<file path="src/rtl/dllr_pkg.sv">
package dllr_pkg;

  typedef enum logic [1:0] {
    ST_OPEN   = 2'd0,
    ST_GATED  = 2'd1,
    ST_RELOCK = 2'd2
  } dllr_state_t;

  // Effective countdown length: a programmed zero behaves as one cycle.
  function automatic logic [31:0] eff_hold(input logic [31:0] raw);
    return (raw == 32'd0) ? 32'd1 : raw;
  endfunction

endpackage

</file>
<file path="src/rtl/dllr_hold_timer.sv">
module dllr_hold_timer #(
  parameter int HOLD_W = 16
) (
  input  logic              clk,
  input  logic              rst_n,
  input  logic              load,
  input  logic              run,
  input  logic [HOLD_W-1:0] load_val,
  output logic              expire
);
  import dllr_pkg::*;

  logic [HOLD_W-1:0] cnt;

  always_ff @(posedge clk or negedge rst_n) begin
    if (!rst_n)    cnt <= '0;
    else if (load) cnt <= HOLD_W'(eff_hold(32'(load_val)));
    else if (run && cnt != '0) cnt <= cnt - 1'b1;
  end

  assign expire = run && (cnt == HOLD_W'(1));

  AST_LOAD_NONZERO: assert property (@(posedge clk) disable iff (!rst_n)
    load |=> (cnt != '0));

  AST_TIMER_FROZEN: assert property (@(posedge clk) disable iff (!rst_n)
    (!load && !run) |=> $stable(cnt));

endmodule

</file>
<file path="src/rtl/dllr_win_counter.sv">
module dllr_win_counter #(
  parameter int MIN_WIN = 16
) (
  input  logic clk,
  input  logic rst_n,
  input  logic clr,
  input  logic run,
  output logic win_done
);
  localparam int WIN_W = (MIN_WIN > 2) ? $clog2(MIN_WIN) : 1;
  localparam logic [WIN_W-1:0] LAST = WIN_W'(MIN_WIN - 1);

  logic [WIN_W-1:0] cnt;

  always_ff @(posedge clk or negedge rst_n) begin
    if (!rst_n)                  cnt <= '0;
    else if (clr)                cnt <= '0;
    else if (run && cnt != LAST) cnt <= cnt + 1'b1;
  end

  assign win_done = (cnt == LAST);

  AST_WIN_SATURATE: assert property (@(posedge clk) disable iff (!rst_n)
    (win_done && run && !clr) |=> win_done);

  AST_WIN_CLEARED: assert property (@(posedge clk) disable iff (!rst_n)
    clr |=> !win_done);

endmodule

</file>
<file path="src/rtl/dllr_relock_timer.sv">
module dllr_relock_timer #(
  parameter int HOLD_W  = 16,
  parameter int MIN_WIN = 16
) (
  input  logic              clk,
  input  logic              rst_n,
  input  logic              deep_gated,
  input  logic [HOLD_W-1:0] hold_interval,
  input  logic              dll_lock,
  output logic              dll_clk_en,
  output logic              relock_busy
);
  import dllr_pkg::*;

  dllr_state_t state, state_nxt;

  // Named internal events
  logic tmr_load, tmr_run, tmr_expire;
  logic win_clr, win_run, win_done;
  logic regate_evt, enter_evt, leave_evt;

  assign enter_evt  = deep_gated && (state == ST_OPEN);
  assign leave_evt  = !deep_gated && (state != ST_OPEN);
  assign regate_evt = deep_gated && (state == ST_RELOCK) && win_done && dll_lock;

  assign tmr_load = enter_evt || regate_evt;
  assign tmr_run  = deep_gated && (state == ST_GATED);
  assign win_clr  = (state != ST_RELOCK);
  assign win_run  = (state == ST_RELOCK);

  dllr_hold_timer #(.HOLD_W(HOLD_W)) u_hold (
    .clk      (clk),
    .rst_n    (rst_n),
    .load     (tmr_load),
    .run      (tmr_run),
    .load_val (hold_interval),
    .expire   (tmr_expire)
  );

  dllr_win_counter #(.MIN_WIN(MIN_WIN)) u_win (
    .clk      (clk),
    .rst_n    (rst_n),
    .clr      (win_clr),
    .run      (win_run),
    .win_done (win_done)
  );

  always_comb begin
    state_nxt = state;
    if (!deep_gated) begin
      state_nxt = ST_OPEN;
    end else begin
      unique case (state)
        ST_OPEN:   state_nxt = ST_GATED;
        ST_GATED:  if (tmr_expire) state_nxt = ST_RELOCK;
        ST_RELOCK: if (regate_evt) state_nxt = ST_GATED;
        default:   state_nxt = ST_OPEN;
      endcase
    end
  end

  always_ff @(posedge clk or negedge rst_n) begin
    if (!rst_n) state <= ST_OPEN;
    else        state <= state_nxt;
  end

  assign dll_clk_en  = (state != ST_GATED);
  assign relock_busy = (state == ST_RELOCK);

  AST_OPEN_WHEN_AWAKE: assert property (@(posedge clk) disable iff (!rst_n)
    !deep_gated |=> (dll_clk_en && !relock_busy));

  AST_BUSY_UNGATED: assert property (@(posedge clk) disable iff (!rst_n)
    relock_busy |-> dll_clk_en);

  AST_MIN_WINDOW: assert property (@(posedge clk) disable iff (!rst_n)
    (deep_gated && relock_busy && !win_done) |=> relock_busy);

  AST_WAIT_LOCK: assert property (@(posedge clk) disable iff (!rst_n)
    (deep_gated && relock_busy && !dll_lock) |=> relock_busy);

  AST_REGATE: assert property (@(posedge clk) disable iff (!rst_n)
    regate_evt |=> !dll_clk_en);

  AST_EXPIRE_OPENS: assert property (@(posedge clk) disable iff (!rst_n)
    tmr_expire |=> relock_busy);

  AST_ENTRY_GATES: assert property (@(posedge clk) disable iff (!rst_n)
    enter_evt |=> !dll_clk_en);

endmodule

</file>
<file path="config.mk">
export PLATFORM = sky130hd
export DESIGN_NAME = dllr_relock_timer
export DESIGN_NICKNAME = d
export VERILOG_FILES = /design/src/rtl/dllr_pkg.sv /design/src/rtl/dllr_hold_timer.sv /design/src/rtl/dllr_win_counter.sv /design/src/rtl/dllr_relock_timer.sv
export SDC_FILE = /design/constraint.sdc
export NUM_CORES = 1
export LEC_CHECK = 0
export BUFFER_PORTS_ARGS = -buffer_cell sky130_fd_sc_hd__buf_2
export CORE_ASPECT_RATIO = 0.7
export CORE_MARGIN = 3
export CORE_UTILIZATION = 55
export DETAILED_ROUTE_END_ITERATION = 16
export HOLD_SLACK_MARGIN = 0.08
export PLACE_DENSITY_LB_ADDON = 0.3
export SETUP_SLACK_MARGIN = 0.15
export SYNTH_ARGS = -nofsm -noshare
export SYNTH_HDL_FRONTEND = slang
export SYNTH_SLANG_ARGS = --single-unit
</file>
<file path="constraint.sdc">
create_clock -name clk -period 2.6 [get_ports clk]
set_input_delay 0.26 -clock clk [delete_from_list [all_inputs] [get_ports clk]]
set_output_delay 0.26 -clock clk [all_outputs]
set_load 0.02 [all_outputs]
</file>
# After elaboration in Yosys (flattened, before gate mapping)
# Cells that the tools add are included.
totals:
  regBits: 22
  elab_cells: 38
classes:
  addsub: 2
  eq_ne: 9
  n_mux: 9
  reduce_logical: 15
op_table:
  columns: ["op", "n"]
  rows:
  - ["16-bit 2-to-1 mux", 3]
  - ["16-bit by 1-bit == test with 1-bit output (second input constant)", 1]
  - ["16-bit zero test", 1]
  - ["16-bit nonzero test", 1]
  - ["16-bit by 1-bit subtractor with 16-bit output (second input constant)", 1]
  - ["1-bit logical AND", 8]
  - ["4-bit 2-to-1 mux", 2]
  - ["2-bit 2-to-1 mux", 3]
  - ["3-bit inequality test (second input constant)", 2]
  - ["2-bit one-hot mux with 3 select lines", 1]
  - ["4-bit by 1-bit adder with 4-bit output (second input constant)", 1]
  - ["4-bit == test (second input constant)", 1]
  - ["4-bit inequality test (second input constant)", 1]
  - ["2-bit nonzero test", 2]
  - ["2-bit by 1-bit == test with 1-bit output (second input constant)", 1]
  - ["2-bit == test (second input constant)", 1]
  - ["2-bit zero test", 1]
  - ["2-bit by 1-bit inequality test with 1-bit output (second input constant)", 1]
  - ["2-bit inequality test (second input constant)", 1]
  - ["2-bit AND reduction", 1]
  - ["1-bit logical OR", 1]

# Depth between registers and ports, before layout
# Gate-level depths: netlist of the first run.
depth:
  depth_word: 7
  depth_mapped: 7
  depth_no_buf: 6

# Cells and area by module
# Synthesis of the first run repeated with hierarchy kept, for this count alone.
hier_totals:
  hier_cells: 158
  hier_area_um2: 1463.9
by_module_without_submodules:
  columns: ["mod", "instances", "cells_each", "area_each_um2", "seq_area_each_um2"]
  rows:
  - ["dllr_hold_timer", 1, 124, 1091.0, 400.4]
  - ["dllr_win_counter", 1, 20, 229.0, 100.1]
  - ["dllr_relock_timer", 1, 14, 143.9, 50.0]

# Least setup slack after synthesis of the first run
# Ideal clock, no wire load.
synth_timing:
  kind: "reg-to-reg"
  start: "register u_hold.cnt[0]"
  end: "register u_hold.cnt[9]"
  t_arrival_ns: 1.978
  slack_ns: 0.498
  stages_incl_launch_ff: 8
  n_path_buf: 1
  path_cell_list: "dfrtp_1 -> inv_1 -> ha_1 -> or4b_2 -> nor4_1 -> clkbuf_1 -> nor4_1 -> a211o_1"
synth_between:
  elab_chain_cells: 3
  elab_cells_between_ends: 6
  cone_classes: "1 x add/sub; 2 x mux; 3 x reduce/logical"
synth_rtl:
  columns: ["element", "line_no", "text"]
  rows:
  - ["from (decl)", "dllr_hold_timer.sv:13", "logic [HOLD_W-1:0] cnt;"]
  - ["from (signal assigned)", "dllr_hold_timer.sv:17", "else if (load) cnt <= HOLD_W'(eff_hold(32'(load_val)));"]
  - ["from (signal assigned)", "dllr_hold_timer.sv:18", "else if (run && cnt != '0) cnt <= cnt - 1'b1;"]
  - ["16-bit by 1-bit subtractor with 16-bit output or 16-bit nonzero test (tied branches)", "dllr_hold_timer.sv:18", null]
  - ["16-bit 2-to-1 mux or 1-bit logical AND (tied branches)", "dllr_hold_timer.sv:18", null]
  - ["16-bit 2-to-1 mux or 2-bit nonzero test (tied branches)", null, null]
# Parallel ways exist; a longest one is shown, timed or not. The select of a mux whose other input is x is not followed.
# A chain may end at the register's enable or synchronous reset.

# Final worst setup path of the first run
layout_timing:
  start: "register u_hold.cnt[11]"
  end: "register u_hold.cnt[15]"
# Same word-level chain as after synthesis.

==> results of run 1 <==
final timing paths:
kind	cells after the start	from	to	slack, ns
max in group asynchronous	2	rst_n	u_hold.cnt[9]	1.84
worst min-delay path	3	hold_interval[3]	u_hold.cnt[3]	0.14
worst min register to register	1	u_hold.cnt[10]	u_hold.cnt[10]	0.55
min in group asynchronous	2	rst_n	u_hold.cnt[5]	0.42
worst max-delay path	4	u_hold.cnt[11]	u_hold.cnt[15]	0.34
worst max register to register	4	u_hold.cnt[11]	u_hold.cnt[15]	0.34
synth_stat cells (2+ instances only):
| cell type | number |
|---|---|
| sky130_fd_sc_hd__inv_1 | 7 |
| sky130_fd_sc_hd__o211ai_1 | 2 |
| sky130_fd_sc_hd__nand2_1 | 11 |
| sky130_fd_sc_hd__or3_1 | 4 |
| sky130_fd_sc_hd__a311oi_1 | 2 |
| sky130_fd_sc_hd__or4b_2 | 2 |
| sky130_fd_sc_hd__nand4_1 | 3 |
| sky130_fd_sc_hd__dfrtp_1 | 22 |
| sky130_fd_sc_hd__nand3_1 | 9 |
| sky130_fd_sc_hd__or4_1 | 7 |
| sky130_fd_sc_hd__nor3b_1 | 2 |
| sky130_fd_sc_hd__nor3_1 | 8 |
| sky130_fd_sc_hd__clkbuf_1 | 4 |
| sky130_fd_sc_hd__o21ai_0 | 9 |
| sky130_fd_sc_hd__nor4_1 | 9 |
| sky130_fd_sc_hd__o311ai_0 | 5 |
| sky130_fd_sc_hd__nand2b_1 | 3 |
| sky130_fd_sc_hd__nor2_1 | 18 |
| sky130_fd_sc_hd__o31ai_1 | 2 |
| sky130_fd_sc_hd__ha_1 | 3 |
| sky130_fd_sc_hd__a211o_1 | 2 |
| sky130_fd_sc_hd__a31oi_1 | 8 |
sequential cells by signal, indices dropped and copies added, names as in the netlist:
register    flops
u_win.cnt       4
u_hold.cnt     16
state           2
power by group:
part           internal, mW  switching, mW  leakage (nW)
combinational        0.0982          0.135         0.368
clock                0.0859          0.113        0.0210
sequential            0.403         0.0821         0.266
total                 0.587          0.331         0.654
area by class of cell:
| class | instances | area [um2] | area share |
|---|---|---|---|
| Sequential cell | 22 | 551 | 0.352 |
| Tap cell | 32 | 40.0 | 0.0256 |
| Multi-Input combinational cell | 123 | 764 | 0.489 |
| Clock buffer | 4 | 36.3 | 0.0232 |
| Timing Repair Buffer | 26 | 145 | 0.0929 |
| Inverter | 7 | 26.3 | 0.0168 |
placed cells by master (no fill, tap or decap), types with 2 or more instances in the layout:
master	n
sky130_fd_sc_hd__a211o_1	2
sky130_fd_sc_hd__a311oi_1	2
sky130_fd_sc_hd__a31oi_1	8
sky130_fd_sc_hd__buf_2	21
sky130_fd_sc_hd__buf_4	4
sky130_fd_sc_hd__clkbuf_4	3
sky130_fd_sc_hd__dfrtp_1	22
sky130_fd_sc_hd__ha_1	3
sky130_fd_sc_hd__inv_1	7
sky130_fd_sc_hd__nand2_1	11
sky130_fd_sc_hd__nand2b_1	3
sky130_fd_sc_hd__nand3_1	9
sky130_fd_sc_hd__nand4_1	3
sky130_fd_sc_hd__nor2_1	18
sky130_fd_sc_hd__nor3_1	8
sky130_fd_sc_hd__nor3b_1	2
sky130_fd_sc_hd__nor4_1	9
sky130_fd_sc_hd__o211ai_1	2
sky130_fd_sc_hd__o21ai_0	9
sky130_fd_sc_hd__o311ai_0	5
sky130_fd_sc_hd__o31ai_1	2
sky130_fd_sc_hd__or3_1	4
sky130_fd_sc_hd__or4_1	7
sky130_fd_sc_hd__or4b_2	2
worst min-delay path: cells and delay by family:
kind | cells | cell delay (ns)
buffers and inverters | 1 | 0.09
and+or+nand+nor | 2 | 0.09
per-layer routing:
layer,wire [um],vias up,track usage
li1,-,661,-
met1,1540,645,0.333
met2,1710,78,0.463
met3,412,9,0.0915
met4,52,0,0.0744
met5,0,-,0
cells by family (layout without fill, tap and decap cells):
family	after synthesis	in the layout
and+or+nand+nor	82	82
AOI/OAI and AO/OA	36	36
DFF	22	22
buffers and inverters	11	37
adders and majority gates	3	3
xor gates and xnor gates	1	1
muxes	1	1
metrics by stage:
step           hold slack (ns)  instance area [um2]  instances  setup slack, ns  power, mW
6_report                 0.142                 1560        214            0.340      0.917
5_1_grt                  0.148                 1560        214            0.265      0.971
4_1_cts                  0.132                 1560        214            0.361      0.916
3_5_place_dp             0.257                 1520        209            0.370      0.715
3_3_place_gp             0.254                 1520        209            0.481      0.696
2_1_floorplan          -0.0356                 1360        156            0.498      0.620
==> flow_summary.yaml, run 1 <==
logic_synthesis:
  synth_mux_area_frac: 0.00738
  netlist.top_cell.by_area: "sky130_fd_sc_hd__dfrtp_1"
  mappedNetlistArea_um2: 1360
  yosys_most_used_dff: "sky130_fd_sc_hd__dfrtp_1"
  yosys_register_bits: 22
  synth_fp_nets: 179
  seq_area_frac_synth: 0.406
  synth_warnings: 0
  syn-mean-instance-area_um2: 8.69
  dominant_combinational_cell_family_by_area_after_synthesis: "simple AND/OR/NAND/NOR gates"
  count_of_flip_flops_with_a_built_in_enable_after_synthesis: 0
  post_synth_fa_ha_maj_area_fraction: 0.0277
  synth-compound-area-share: 0.187
  synth.lib_cells_used.distinct: 36
  netlist.area_leader.share: 0.406
  synth-xor-area-share: 0.00646
  synth_top_cells_by_area: "sky130_fd_sc_hd__dfrtp_1, sky130_fd_sc_hd__nor2_1, sky130_fd_sc_hd__nor4_1, sky130_fd_sc_hd__or4_1, sky130_fd_sc_hd__a31oi_1"
  post_synth_and_or_nand_nor_area_fraction: 0.335
  netlist_instances: 156
  synthArstFlopShare: 1.00
cts:
  clock_sink_count: 22
  number_of_buffers_added_by_the_clock_tree_synthesis_step: 3
  cts.repair.resized: 0
  clk_root_buffer_cell: "sky130_fd_sc_hd__clkbuf_4"
  path_clk_slew_ns: 0.13
  cts_tree: "yes"
  worst_skew_pair.late_latency_ns: 0.33
  h-tree-depth: 1
  cts_hold_buf: 1
  clk_path_buf_depth: 2
  postCtsSetupBuffers: 0
timing:
  setup_tns_after_final_layout_ns: 0
  timing.final.setup_violations: 0
  layout_worst_path_cycle_share: 0.869
  tightest_slew_ns: 0.738
  fmax_mhz: 442
  relSlewSlack: 0.508
  finalWorstPathRequiredPeriod_ns: 2.26
  clock_skew_ns: 0.00662
  hold_violations: 0
  timing_max_transition_violations_final: 0
  grt_setup_unrepaired: "false"
final_layout:
  antennaDiodeCount: 0
  finish.utilization: 0.697
  layout.filler_cells: 186
  layout-area-overhead-vs-synth_pct: 15.2
  finalNetCount: 206
  post_route_cells_drive_above_1_share: 0.176
critical_path:
  crit_buf_inv: 0
  critPathMaxFanout: 6
  crit_arrival_ns: 2.52
  cp_top_family: "simple AND/OR/NAND/NOR gates"
  data_required_time_at_the_worst_endpoint_ns: 2.86
  crit_path_max_cell_delay_ns: 0.63
  worstSetupPathType: "flip-flop to flip-flop"
  path_cells: "or4_1, or4b_1, or4_1, a31oi_1"
  critical_path.startpoint_type: "flip-flop"
  endpoint_kind: "flip-flop"
  path_common_cell: "sky130_fd_sc_hd__or4_1"
  critical_path.slowest_cell: "sky130_fd_sc_hd__or4_1"
place:
  buffer_ports.inserted: 21
  globalplace.congestion: 0.859
  dpl.hpwl_mm: 2.78
routing:
  final_antenna_net_count: 0
  drt_pass1_iterations: 4
  route.final.wire_length_mm: 3.71
  vias: 1393
  routed_wire_length_per_instance_um: 17.3
  initialDrtViolationCount: 92
  vias_per_cell: 6.51
  drc_errors: 0
die:
  floorplan.die.height_um: 47.5
  initial_utilization: 0.605
  num_io_pins: 22
  rows: 14
  core_area_um2: 2240
  floorplan.die_area_um2: 3110
  die_x_um: 65.4
min_path:
  min-delay-path-class: "input port to flip-flop"
power:
  p_leak_nw: 0.654
  power_density_nw_per_um2: 587
  vdd.ir_drop.worst_mv: 0.411
global_route:
  grt_usage: 0.269
  grt_pass1_vias: 1306
  grt_remaining_overflow: 0
  pin_count_of_the_biggest_net_entering_global_routing: 26
  initial_antenna_violation_count: 0
  grt_first_pass_wirelength_mm: 6.15
status:
  outcome: "finished clean"
run:
  drv_cap: 0
Note: power is estimated with default switching activity, not from simulation.
==> run 2: changes to the inputs <==
--- a/config.mk
+++ b/config.mk
@@ -5,6 +5,7 @@
 export SDC_FILE = /design/constraint.sdc
 export NUM_CORES = 1
 export LEC_CHECK = 0
+export ABC_AREA = 1
 export BUFFER_PORTS_ARGS = -buffer_cell sky130_fd_sc_hd__buf_2
 export CORE_ASPECT_RATIO = 0.7
 export CORE_MARGIN = 3
==> flow_summary.yaml, run 2 <==
global_route:
  grt_usage: 0.234
  initial_antenna_violation_count: 0
  pin_count_of_the_biggest_net_entering_global_routing: 23
  grt_pass1_vias: 1390
  grt_remaining_overflow: 0
  grt_first_pass_wirelength_mm: 6.58
final_layout:
  finalNetCount: 293
  largest_reg_flops: 16
  layout_common_cells: "sky130_fd_sc_hd__nand2_1, sky130_fd_sc_hd__nor2_1, sky130_fd_sc_hd__inv_1, sky130_fd_sc_hd__dfrtp_1, sky130_fd_sc_hd__buf_2"
  finish.utilization: 0.687
  layout.cells.most_common: "sky130_fd_sc_hd__nand2_1"
  layout-area-overhead-vs-synth_pct: 12.3
  post_route_cells_drive_above_1_share: 0.160
  final_cell_count_no_fill: 303
  antennaDiodeCount: 0
  top_regs: "u_hold.cnt x16, u_win.cnt x4, state x2"
  largest_register: "u_hold.cnt"
cts:
  number_of_buffers_added_by_the_clock_tree_synthesis_step: 3
  cts_tree: "yes"
  cts.repair.resized: 0
  clk_root_buffer_cell: "sky130_fd_sc_hd__clkbuf_8"
  clock_sink_count: 22
  worst_skew_pair.late_latency_ns: 0.27
  path_clk_slew_ns: 0.08
  postCtsSetupBuffers: 0
  cts_hold_buf: 1
  h-tree-depth: 1
  clk_path_buf_depth: 2
routing:
  final_antenna_net_count: 0
  routed_wire_length_per_instance_um: 12.5
  drt_pass1_iterations: 4
  drc_errors: 0
  vias: 1582
  vias_per_cell: 5.22
  initialDrtViolationCount: 138
  route.final.wire_length_mm: 3.80
critical_path:
  crit_path_max_cell_delay_ns: 0.41
  data_required_time_at_the_worst_endpoint_ns: 2.80
  critical_path.slowest_cell: "sky130_fd_sc_hd__dfrtp_1"
  critPathMaxFanout: 21
  crit_arrival_ns: 2.04
  cp_top_family: "simple AND/OR/NAND/NOR gates"
  path_common_cell: "sky130_fd_sc_hd__nand2_2"
  r2r-start: "u_win.cnt[0]"
  path_cells: "ha_1, nand4_1, nand2_1, nand2_2, inv_2, o21ai_0, nand2_2, o21ai_2"
  worstSetupPathType: "flip-flop to flip-flop"
  critical_path.startpoint_type: "flip-flop"
  crit_buf_inv: 1
  endpoint_kind: "flip-flop"
  startpoint_of_the_most_critical_setup_path: "u_win.cnt[0]"
timing:
  timing_max_transition_violations_final: 0
  finalWorstPathRequiredPeriod_ns: 1.84
  clock_skew_ns: 0.00847
  tightest_slew_ns: 0.519
  grt_setup_unrepaired: "false"
  fmax_mhz: 544
  setup_tns_after_final_layout_ns: 0
  layout_worst_path_cycle_share: 0.706
  hold_violations: 0
  timing.final.setup_violations: 0
  timing.final.ws_setup_ns: 0.763
  relSlewSlack: 0.654
place:
  dp_cells: 298
  placement.setup.worst_slack_ns: 0.773
  dpl.hpwl_mm: 2.94
  globalplace.congestion: 0.955
  buffer_ports.inserted: 21
die:
  initial_utilization: 0.612
  num_io_pins: 22
  die_x_um: 70.4
  floorplan.die_area_um2: 3600
  floorplan.die.height_um: 51.1
  core_area_um2: 2610
  rows: 15
logic_synthesis:
  synth.lib_cells_used.distinct: 26
  synth_warnings: 0
  netlist.top_cell.by_area: "sky130_fd_sc_hd__dfrtp_1"
  mappedNetlistArea_um2: 1600
  yosys_register_bits: 22
  synthArstFlopShare: 1.00
  netlist.area_leader.share: 0.345
  synth_top_cells_by_area: "sky130_fd_sc_hd__dfrtp_1, sky130_fd_sc_hd__nand2_1, sky130_fd_sc_hd__nor2_1, sky130_fd_sc_hd__inv_1, sky130_fd_sc_hd__nand3_1"
  syn-mean-instance-area_um2: 6.46
  seq_area_frac_synth: 0.345
  netlist_instances: 247
  yosys_most_used_dff: "sky130_fd_sc_hd__dfrtp_1"
  ys_top_cells_by_count: "sky130_fd_sc_hd__nand2_1, sky130_fd_sc_hd__nor2_1, sky130_fd_sc_hd__inv_1"
  synth.most_common_cell: "sky130_fd_sc_hd__nand2_1"
  count_of_flip_flops_with_a_built_in_enable_after_synthesis: 0
  synth_fp_nets: 270
min_path:
  timing.hold.worst.start: "hold_interval[8]"
  min-delay-path-class: "input port to flip-flop"
status:
  outcome: "finished clean"
power:
  p_leak_nw: 0.988
  power_density_nw_per_um2: 1090
  vdd.ir_drop.worst_mv: 0.570
  design_power_total_mw: 1.96
run:
  drv_cap: 0
run 2: cell types whose count changed in the layout (fill, tap and decap cells not counted), sizes merged, moves of 4 or more:
cell    previous run  this run
o21ai              9        13
buf               25        21
xor2               0         4
a21oi              1         5
o311ai             5         0
nor3               8         3
nor2              18        40
or3                4         0
or4                8         0
inv                7        35
a31oi              8         0
nand2             11        93
nor4               9         2
nand3              9        15
run 2: per-stage QoR:
stage                     hold slack, ns  instance area [um2]
after floorplan                  -0.0356                 1600
after global placement             0.260                 1710
after detailed placement           0.253                 1710
after CTS                          0.227                 1790
after global routing               0.260                 1790
final                              0.227                 1790
run 2: worst reg2reg max path, delay by kind of cell (launching register included):
| kind | cells | cell delay, ns |
|---|---|---|
| simple gates | 4 | 0.58 |
| flops | 1 | 0.41 |
| compound gates | 2 | 0.31 |
| fa+ha+maj | 1 | 0.24 |
| buf+inv | 1 | 0.24 |
run 2: final cells by class:
type	count	area (um2)
clock buffer	3	41.3
fill	232	816
tap	34	42.5
timing repair buffer	22	115
sequential	22	551
clock inverter	1	30.0
inverter	35	131
multi-input combinational	186	882
run 2: logic make-up after synthesis:
kind of cell,after synthesis,share of synthesized area
AO/OA/AOI/OAI,22,0.0807
XOR/XNOR,5,0.0274
adder cells (fa/ha/maj),3,0.0235
buffers and inverters,39,0.103
flip-flops,22,0.345
AND/OR/NAND/NOR,156,0.421
run 2: worst paths after layout:
kind	endpoint	slack, ns	depth (start not counted)
worst max-delay path	u_hold.cnt[4]	0.76	8
worst min-delay path	u_hold.cnt[8]	0.23	3
worst max register to register	u_hold.cnt[4]	0.76	8
worst min register to register	u_win.cnt[0]	0.51	1
max in group asynchronous	u_hold.cnt[10]	1.75	2
min in group asynchronous	state[1]	0.50	2
run 2: power by group:
part / internal (mW) / total (mW) / leakage, nW / switching (mW)
registers: 0.479 / 0.636 / 0.277 / 0.157
clock network: 0.206 / 0.320 / 0.0357 / 0.114
logic: 0.342 / 1.01 / 0.675 / 0.664
run 2: per-layer routing:
layer  GRT usage  wire length, um
met5           0                0
met2       0.312             1450
met4      0.0414               30
met3      0.0511              335
met1       0.380             1980
